<file path="src/rtl/sdram_rs_pkg.sv">
// Shared types for the SDRAM init/refresh sequencer.
package sdram_rs_pkg;

    // Command encoding on the cmd port.
    typedef enum logic [1:0] {
        CMD_NOP  = 2'b00,
        CMD_PALL = 2'b01,
        CMD_AREF = 2'b10
    } sdram_cmd_e;

    // Sequencer states.
    typedef enum logic [3:0] {
        ST_PWR,     // power-up pause
        ST_REQ,     // refresh pending, waiting for grant
        ST_PRE,     // precharge-all before refresh
        ST_REF,     // auto-refresh command
        ST_TRC,     // row cycle wait after refresh
        ST_IDLE,    // ready, nothing due
        ST_SR_PRE,  // precharge-all before self refresh
        ST_SR_ENT,  // refresh command with CKE low
        ST_SR,      // self-refresh dwell
        ST_XSR      // CKE high, NOP exit window
    } seq_state_e;

endpackage

</file>
<file path="src/rtl/sdram_rs_pacer.sv">
// Refresh pacing counter.
// Counts cycles since the last auto-refresh. It flags "due" so that, with an
// immediate grant, refreshes land exactly REF_GAP cycles apart. It flags
// "overdue" once REF_GAP+MISS_LIMIT cycles pass without one.
// Assumes REF_GAP >= 4 and MISS_LIMIT >= 1.
module sdram_rs_pacer #(
    parameter int REF_GAP    = 780,
    parameter int MISS_LIMIT = 64
) (
    input  logic clk,
    input  logic rst_n,
    input  logic en,
    input  logic clr,
    output logic due,
    output logic overdue
);
    localparam int LIM = REF_GAP + MISS_LIMIT - 1;
    localparam int CW  = $clog2(LIM + 1);

    logic [CW-1:0] cnt;

    // Cycle counter since last refresh, held at zero while disabled.
    always_ff @(posedge clk) begin
        if (!rst_n || clr || !en) begin
            cnt <= '0;
        end else if (cnt != CW'(LIM)) begin
            cnt <= cnt + CW'(1);
        end
    end

    // Thresholds: due two cycles ahead of the slot, overdue at the deadline.
    always_comb begin
        due     = (cnt >= CW'(REF_GAP - 3));
        overdue = (cnt >= CW'(LIM));
    end

endmodule

</file>
<file path="src/rtl/sdram_rs_fsm.sv">
// Sequencer state machine for power-up, refresh and self refresh.
// One shared down-counter times the pause, row cycle, dwell and exit window.
// refs_left holds how many refreshes are still owed before ready.
// Assumes TRC_CYC >= 2, TRAS_CYC >= 2 and REF_GAP >= TRC_CYC + 2 at the top.
module sdram_rs_fsm
    import sdram_rs_pkg::*;
#(
    parameter int PWRUP_CYC = 10000000,
    parameter int TRC_CYC   = 7,
    parameter int TRAS_CYC  = 5,
    parameter int TXSR_CYC  = 8
) (
    input  logic       clk,
    input  logic       rst_n,
    input  logic       due,
    input  logic       overdue,
    input  logic       ref_grant,
    input  logic       banks_open,
    input  logic       sr_req,
    input  logic       sr_exit,
    input  logic       clk_stable,
    output logic [1:0] cmd,
    output logic       cke,
    output logic       ready,
    output logic       ref_pending,
    output logic       deadline_miss,
    output logic       pace_en,
    output logic       pace_clr
);
    localparam int XSR_N = (TXSR_CYC < 2) ? 2 : TXSR_CYC;
    localparam int MAX_A = (PWRUP_CYC > TRC_CYC) ? PWRUP_CYC : TRC_CYC;
    localparam int MAX_B = (TRAS_CYC > XSR_N) ? TRAS_CYC : XSR_N;
    localparam int MAXT  = (MAX_A > MAX_B) ? MAX_A : MAX_B;
    localparam int TW    = $clog2(MAXT + 1);

    seq_state_e    state;
    logic [TW-1:0] tcnt;
    logic [1:0]    refs_left;
    logic          ready_q;
    logic          exit_pend;

    // State transitions, shared timer, refresh debt and exit latch.
    always_ff @(posedge clk) begin
        if (!rst_n) begin
            state     <= ST_PWR;
            tcnt      <= TW'(PWRUP_CYC - 1);
            refs_left <= 2'd2;
            ready_q   <= 1'b0;
            exit_pend <= 1'b0;
        end else begin
            unique case (state)
                ST_PWR: begin
                    if (tcnt == '0) state <= ST_REQ;
                    else            tcnt  <= tcnt - TW'(1);
                end
                ST_REQ: begin
                    if (overdue) begin
                        refs_left <= 2'd2;
                        ready_q   <= 1'b0;
                    end
                    if (ref_grant) state <= banks_open ? ST_PRE : ST_REF;
                end
                ST_PRE: state <= ST_REF;
                ST_REF: begin
                    state <= ST_TRC;
                    tcnt  <= TW'(TRC_CYC - 2);
                end
                ST_TRC: begin
                    if (tcnt != '0) begin
                        tcnt <= tcnt - TW'(1);
                    end else if (refs_left <= 2'd1) begin
                        state     <= ST_IDLE;
                        ready_q   <= 1'b1;
                        refs_left <= 2'd1;
                    end else begin
                        refs_left <= refs_left - 2'd1;
                        state     <= ST_REQ;
                    end
                end
                ST_IDLE: begin
                    if (sr_req) begin
                        ready_q   <= 1'b0;
                        exit_pend <= 1'b0;
                        state     <= banks_open ? ST_SR_PRE : ST_SR_ENT;
                    end else if (due) begin
                        state <= ST_REQ;
                    end
                end
                ST_SR_PRE: begin
                    exit_pend <= exit_pend | sr_exit;
                    state     <= ST_SR_ENT;
                end
                ST_SR_ENT: begin
                    exit_pend <= exit_pend | sr_exit;
                    tcnt      <= TW'(TRAS_CYC - 2);
                    state     <= ST_SR;
                end
                ST_SR: begin
                    if (tcnt != '0) tcnt <= tcnt - TW'(1);
                    if (tcnt == '0 && (exit_pend || sr_exit) && clk_stable) begin
                        state     <= ST_XSR;
                        tcnt      <= TW'(XSR_N - 1);
                        exit_pend <= 1'b0;
                    end else begin
                        exit_pend <= exit_pend | sr_exit;
                    end
                end
                ST_XSR: begin
                    if (tcnt == '0) begin
                        state     <= ST_REQ;
                        refs_left <= 2'd1;
                    end else begin
                        tcnt <= tcnt - TW'(1);
                    end
                end
                default: state <= ST_PWR;
            endcase
        end
    end

    // Moore outputs decoded from the state register.
    always_comb begin
        unique case (state)
            ST_PRE, ST_SR_PRE: cmd = CMD_PALL;
            ST_REF, ST_SR_ENT: cmd = CMD_AREF;
            default:           cmd = CMD_NOP;
        endcase
        cke           = !(state == ST_SR_ENT || state == ST_SR);
        ref_pending   = (state == ST_REQ);
        deadline_miss = (state == ST_REQ) && overdue;
        pace_en       = (state == ST_REQ) || (state == ST_PRE) || (state == ST_REF) ||
                        (state == ST_TRC) || (state == ST_IDLE);
        pace_clr      = (state == ST_REF) || deadline_miss;
        ready         = ready_q;
    end

endmodule

</file>
<file path="src/rtl/sdram_refresh_seq.sv">
// SDRAM initialisation and refresh sequencer (top).
// Combines the pacing counter and the sequence FSM. All timings are in clock
// cycles. Assumes the arbiter keeps read/write traffic off the bus whenever a
// refresh or precharge-all command is issued.
module sdram_refresh_seq
    import sdram_rs_pkg::*;
#(
    parameter int PWRUP_CYC  = 10000000,
    parameter int REF_GAP    = 780,
    parameter int MISS_LIMIT = 64,
    parameter int TRC_CYC    = 7,
    parameter int TRAS_CYC   = 5,
    parameter int TXSR_CYC   = 8
) (
    input  logic       clk,
    input  logic       rst_n,
    input  logic       ref_grant,
    input  logic       banks_open,
    input  logic       sr_req,
    input  logic       sr_exit,
    input  logic       clk_stable,
    output logic       ref_pending,
    output logic [1:0] cmd,
    output logic       cke,
    output logic       ready,
    output logic       deadline_miss
);
    logic due, overdue, pace_en, pace_clr;

    sdram_rs_pacer #(
        .REF_GAP    (REF_GAP),
        .MISS_LIMIT (MISS_LIMIT)
    ) u_pacer (
        .clk     (clk),
        .rst_n   (rst_n),
        .en      (pace_en),
        .clr     (pace_clr),
        .due     (due),
        .overdue (overdue)
    );

    sdram_rs_fsm #(
        .PWRUP_CYC (PWRUP_CYC),
        .TRC_CYC   (TRC_CYC),
        .TRAS_CYC  (TRAS_CYC),
        .TXSR_CYC  (TXSR_CYC)
    ) u_fsm (
        .clk           (clk),
        .rst_n         (rst_n),
        .due           (due),
        .overdue       (overdue),
        .ref_grant     (ref_grant),
        .banks_open    (banks_open),
        .sr_req        (sr_req),
        .sr_exit       (sr_exit),
        .clk_stable    (clk_stable),
        .cmd           (cmd),
        .cke           (cke),
        .ready         (ready),
        .ref_pending   (ref_pending),
        .deadline_miss (deadline_miss),
        .pace_en       (pace_en),
        .pace_clr      (pace_clr)
    );

endmodule

</file>
<file path="config.mk">
export PLATFORM = sky130hd
export DESIGN_NAME = sdram_refresh_seq
export DESIGN_NICKNAME = d
export VERILOG_FILES = /design/src/rtl/sdram_rs_pkg.sv /design/src/rtl/sdram_rs_pacer.sv /design/src/rtl/sdram_rs_fsm.sv /design/src/rtl/sdram_refresh_seq.sv
export SDC_FILE = /design/constraint.sdc
export NUM_CORES = 1
export LEC_CHECK = 0
export BUFFER_PORTS_ARGS = -buffer_cell sky130_fd_sc_hd__buf_2
export CORE_MARGIN = 2
export CORE_UTILIZATION = 55
export CTS_CLUSTER_DIAMETER = 40
export DETAILED_ROUTE_END_ITERATION = 12
export HOLD_SLACK_MARGIN = 0.08
export PLACE_DENSITY = 0.76
export SLEW_MARGIN = 0
export SYNTH_ARGS = -nofsm -noshare
export SYNTH_HDL_FRONTEND = slang
export SYNTH_SLANG_ARGS = --single-unit
</file>
<file path="constraint.sdc">
create_clock -name clk -period 2.08 [get_ports clk]
set_input_delay 0.312 -clock clk [delete_from_list [all_inputs] [get_ports clk]]
set_output_delay 0.312 -clock clk [all_outputs]
set_load 0.005 [all_outputs]
</file>
==> impl_results.md <==
* Outcome: complete, but fails checks
* Failing checks: setup timing
* Post-DR vias/cell at 6.958
* Die Width at 72.69 µm
* Crit path DAT at 2.44 ns
* Initial Util at 0.5839
* H-tree Lvls at 2
* Max Freq at 446.3 MHz
* Slew Limit Fails at 0
* WL final at 9727 µm
* Largest net degree at the start of global routing at 18
* Final-report setup violation count at 17
* Post-synth EDFFs at 0
* Pint at 1.354 mW
* Initial antenna violation count at 0
* Post-route setup slack at -0.1608 ns
* Pleak at 1.506 nW
* Worst-skew pair later-pin latency at 0.31 ns
* WL per Instance at 20.56 µm
* Number of distinct library cells after synthesis at 62
* Crit path launch type: register
* Core Rows at 24
* Class of the most critical setup path: reg -> reg
* Net Switching at 0.5879 mW
* FF+latch count, synth at 42
* Area growth syn-to-layout at 43.20%
* Sw Ratio at 0.3028
* Antenna Nets Post-Route at 0
* Hold WS at 0.3261 ns
* Avg Synthesized Cell Area at 7.632 µm²
* Worst flop-to-flop path startpoint: u_fsm.tcnt[1]
* Placed cell area at 3153 µm²
* Num CTS Buffers at 5
* DRT iter0 DRCs at 426
* Crit path to: u_fsm.state[0]
* Min-Delay Path Class: in -> reg
* Gr usage total at 0.3097
* Final nets at 432
* Combinational fraction of design power at 0.187
* Yosys warns at 0
* Io pins at 13
* Crit path launch: u_fsm.tcnt[1]
* Root buffer cell: clkbuf_8
* Die Area at 5284 µm²
* Fraction of layout instances using a drive strength above 1 at 0.3872
* PwrDens at 522.5 nW/µm²
* RSZ-0062 raised after global routing: true
* Grt ovf at 0
* Post-layout min period at 2.241 ns
* Max Clock Skew at 0.007928 ns
* Clock Power Share at 0.353
* Clock transition at path regs at 0.10 ns
* CP Capture Type: register
* Drt pass-1 iters at 6
* Fin. Hold Viols at 0
* Post-synthesis sequential area ratio at 0.3240
* First-pass GRT wire length at 13,010 µm
* Post-route cell area at 3716 µm²
* Setup TNS at -0.9255 ns
* Worst-path fanout max at 7
* Peak VDD IR at 458.9 µV
* Seq pwr share at 0.459
* CTS tree: yes
* Least-Margin Pin Slew at 0.5224 ns
* Fill cells at 233
* Core Footprint at 4444 µm²
* Post-Syn Area at 2595 µm²
* Post-layout util at 0.8361
* Total of max-cap violations at 0
* Asr flop ratio synth at 0
* Vias at 3,291
* Buffers on Ports at 12
* Worst reg2reg setup slack at -0.16 ns
* Period utilisation layout at 1.077
* GPL Wtd Cong at 0.9345
* Synthesized instance count at 340
* Clock buffer depth at 2
* WP data required at 2.28 ns
* R2r endpoint: u_fsm.state[0]
* R2R cell count at 12
* Vias in the first global route at 2,717
* Die height at 72.69 µm
* Cells on Worst Hold Path at 3
* Rel. slew slack at 0.6506
* Sink Count at 42
* Final HPWL DP at 5338 µm
* Main synth FF type: dfxtp_1
* Antenna cell count at 0
* Syn nets at 352
* DRC at 0
-- power by group through the flow --
stage	combinational, mW	sequential (mW)	clock [mW]
CTS	0.290	0.881	0.677
floorplan	0.173	0.887	0
global route	0.386	0.895	0.700
global placement	0.282	0.893	0
finish	0.364	0.892	0.686
detailed placement	0.287	0.893	0
-- Yosys cell counts (all sizes together) (2+ instances only) --
master / number / area, µm²
dfxtp: 42 / 840.8
a21oi: 38 / 190.2
nor2: 33 / 126.4
nand2: 25 / 101.4
o21ai: 25 / 125.1
nor3: 18 / 101.4
inv: 17 / 63.81
nand3: 17 / 85.08
clkbuf: 9 / 43.79
nor4: 9 / 75.08
nor2b: 7 / 43.79
xor2: 7 / 61.31
a211oi: 6 / 45.04
nand2b: 6 / 37.54
or3: 6 / 43.79
a311oi: 5 / 43.79
and3: 5 / 31.28
ha: 5 / 62.56
a31oi: 4 / 25.02
buf: 4 / 31.27
nand4: 4 / 25.02
o211ai: 4 / 30.03
or4: 4 / 33.78
a211o: 3 / 26.28
a21o: 3 / 22.52
nand3b: 3 / 22.52
o22ai: 3 / 18.77
a21boi: 2 / 15.02
a31o: 2 / 17.52
o21bai: 2 / 15.01
o31ai: 2 / 15.01
or2: 2 / 12.51
or4b: 2 / 20.02
-- how the worst min path moves through the flow --
stage                                 end  slack, ns     startpoint
after detailed placement    u_fsm.tcnt[7]       0.48  u_fsm.tcnt[7]
after global routing      u_fsm.exit_pend       0.34        sr_exit
after global placement      u_fsm.tcnt[7]       0.47  u_fsm.tcnt[7]
final                     u_fsm.exit_pend       0.33        sr_exit
after floorplan             u_fsm.tcnt[7]       0.45  u_fsm.tcnt[7]
after CTS                 u_fsm.exit_pend       0.32        sr_exit
-- per-stage QoR --
| step | total power [mW] | instances | setup slack, ns |
|---|---|---|---|
| after floorplan | 1.060 | 340 | -0.01709 |
| after global placement | 1.174 | 452 | -0.09005 |
| after detailed placement | 1.180 | 452 | -0.1312 |
| after CTS | 1.848 | 460 | -0.03496 |
| after global routing | 1.981 | 473 | -0.2142 |
| final | 1.942 | 473 | -0.1608 |
-- worst max-delay path: stages, from the launching register on --
cell	delay, ns
dfxtp_4	0.38
inv_4	0.06
ha_4	0.12
nor4b_4	0.21
nand2_1	0.14
buf_6	0.14
nor3_4	0.21
buf_4	0.16
buf_8	0.14
buf_6	0.11
a22o_4	0.14
a21oi_2	0.06
a211oi_1	0.26
-- layout make-up --
cell class / count / area, µm² / share of cell area
inverter: 17 / 68.82 / 0.01852
clock buffer: 5 / 68.82 / 0.01852
timing repair buffer: 86 / 670.6 / 0.1805
multi-input combinational: 268 / 1943 / 0.5229
sequential: 42 / 855.8 / 0.2303
tap: 52 / 65.06 / 0.01751
clock inverter: 3 / 43.79 / 0.01178
-- timing repair --
item | CTS | global route
resized for setup | 16 | 71
setup endpoints to repair | 19 | 33
hold buffers | 0 | 0
hold endpoints to repair | 0 | 0
pin swaps | 1 | 33
setup buffers | 0 | 13
-- metal layers --
layer  wire, µm  global-route usage
met5          0                   0
met4        470             0.08230
met3       1061             0.03867
met2       4536              0.4879
met1       3658              0.4484
-- cells in the final DEF, fill, tap and decap left out, types with 7 or more instances in the layout --
cell / synthesis / layout
a21oi_2: 0 / 7
inv_1: 17 / 15
nor2_1: 32 / 29
xor2_1: 7 / 7
nand2_1: 24 / 20
buf_2: 1 / 12
nor3_1: 17 / 13
dfxtp_1: 42 / 36
o21ai_0: 21 / 15
nand3_1: 17 / 15
buf_4: 0 / 65
a21oi_1: 38 / 31
-- cell families (layout without fill, tap and decap cells) --
logic type                 Yosys count  count (layout)  share of synthesized area
buffers and inverters               30             111                    0.05351
muxes                                2               2                   0.008197
xor gates and xnor gates             8               8                    0.02700
DFF                                 42              42                     0.3240
adders and majority gates            5               5                    0.02411
and+or+nand+nor                    145             145                     0.3052
AOI/OAI and AO/OA                  108             108                     0.2580
-- flip-flops by register name (all words and copies together), names as in the netlist --
name / count
u_fsm.ready: 1
u_fsm.exit_pend: 1
u_pacer.cnt: 10
u_fsm.refs_left: 2
u_fsm.state: 4
u_fsm.tcnt: 24
Power figures use the tool's default switching activity.
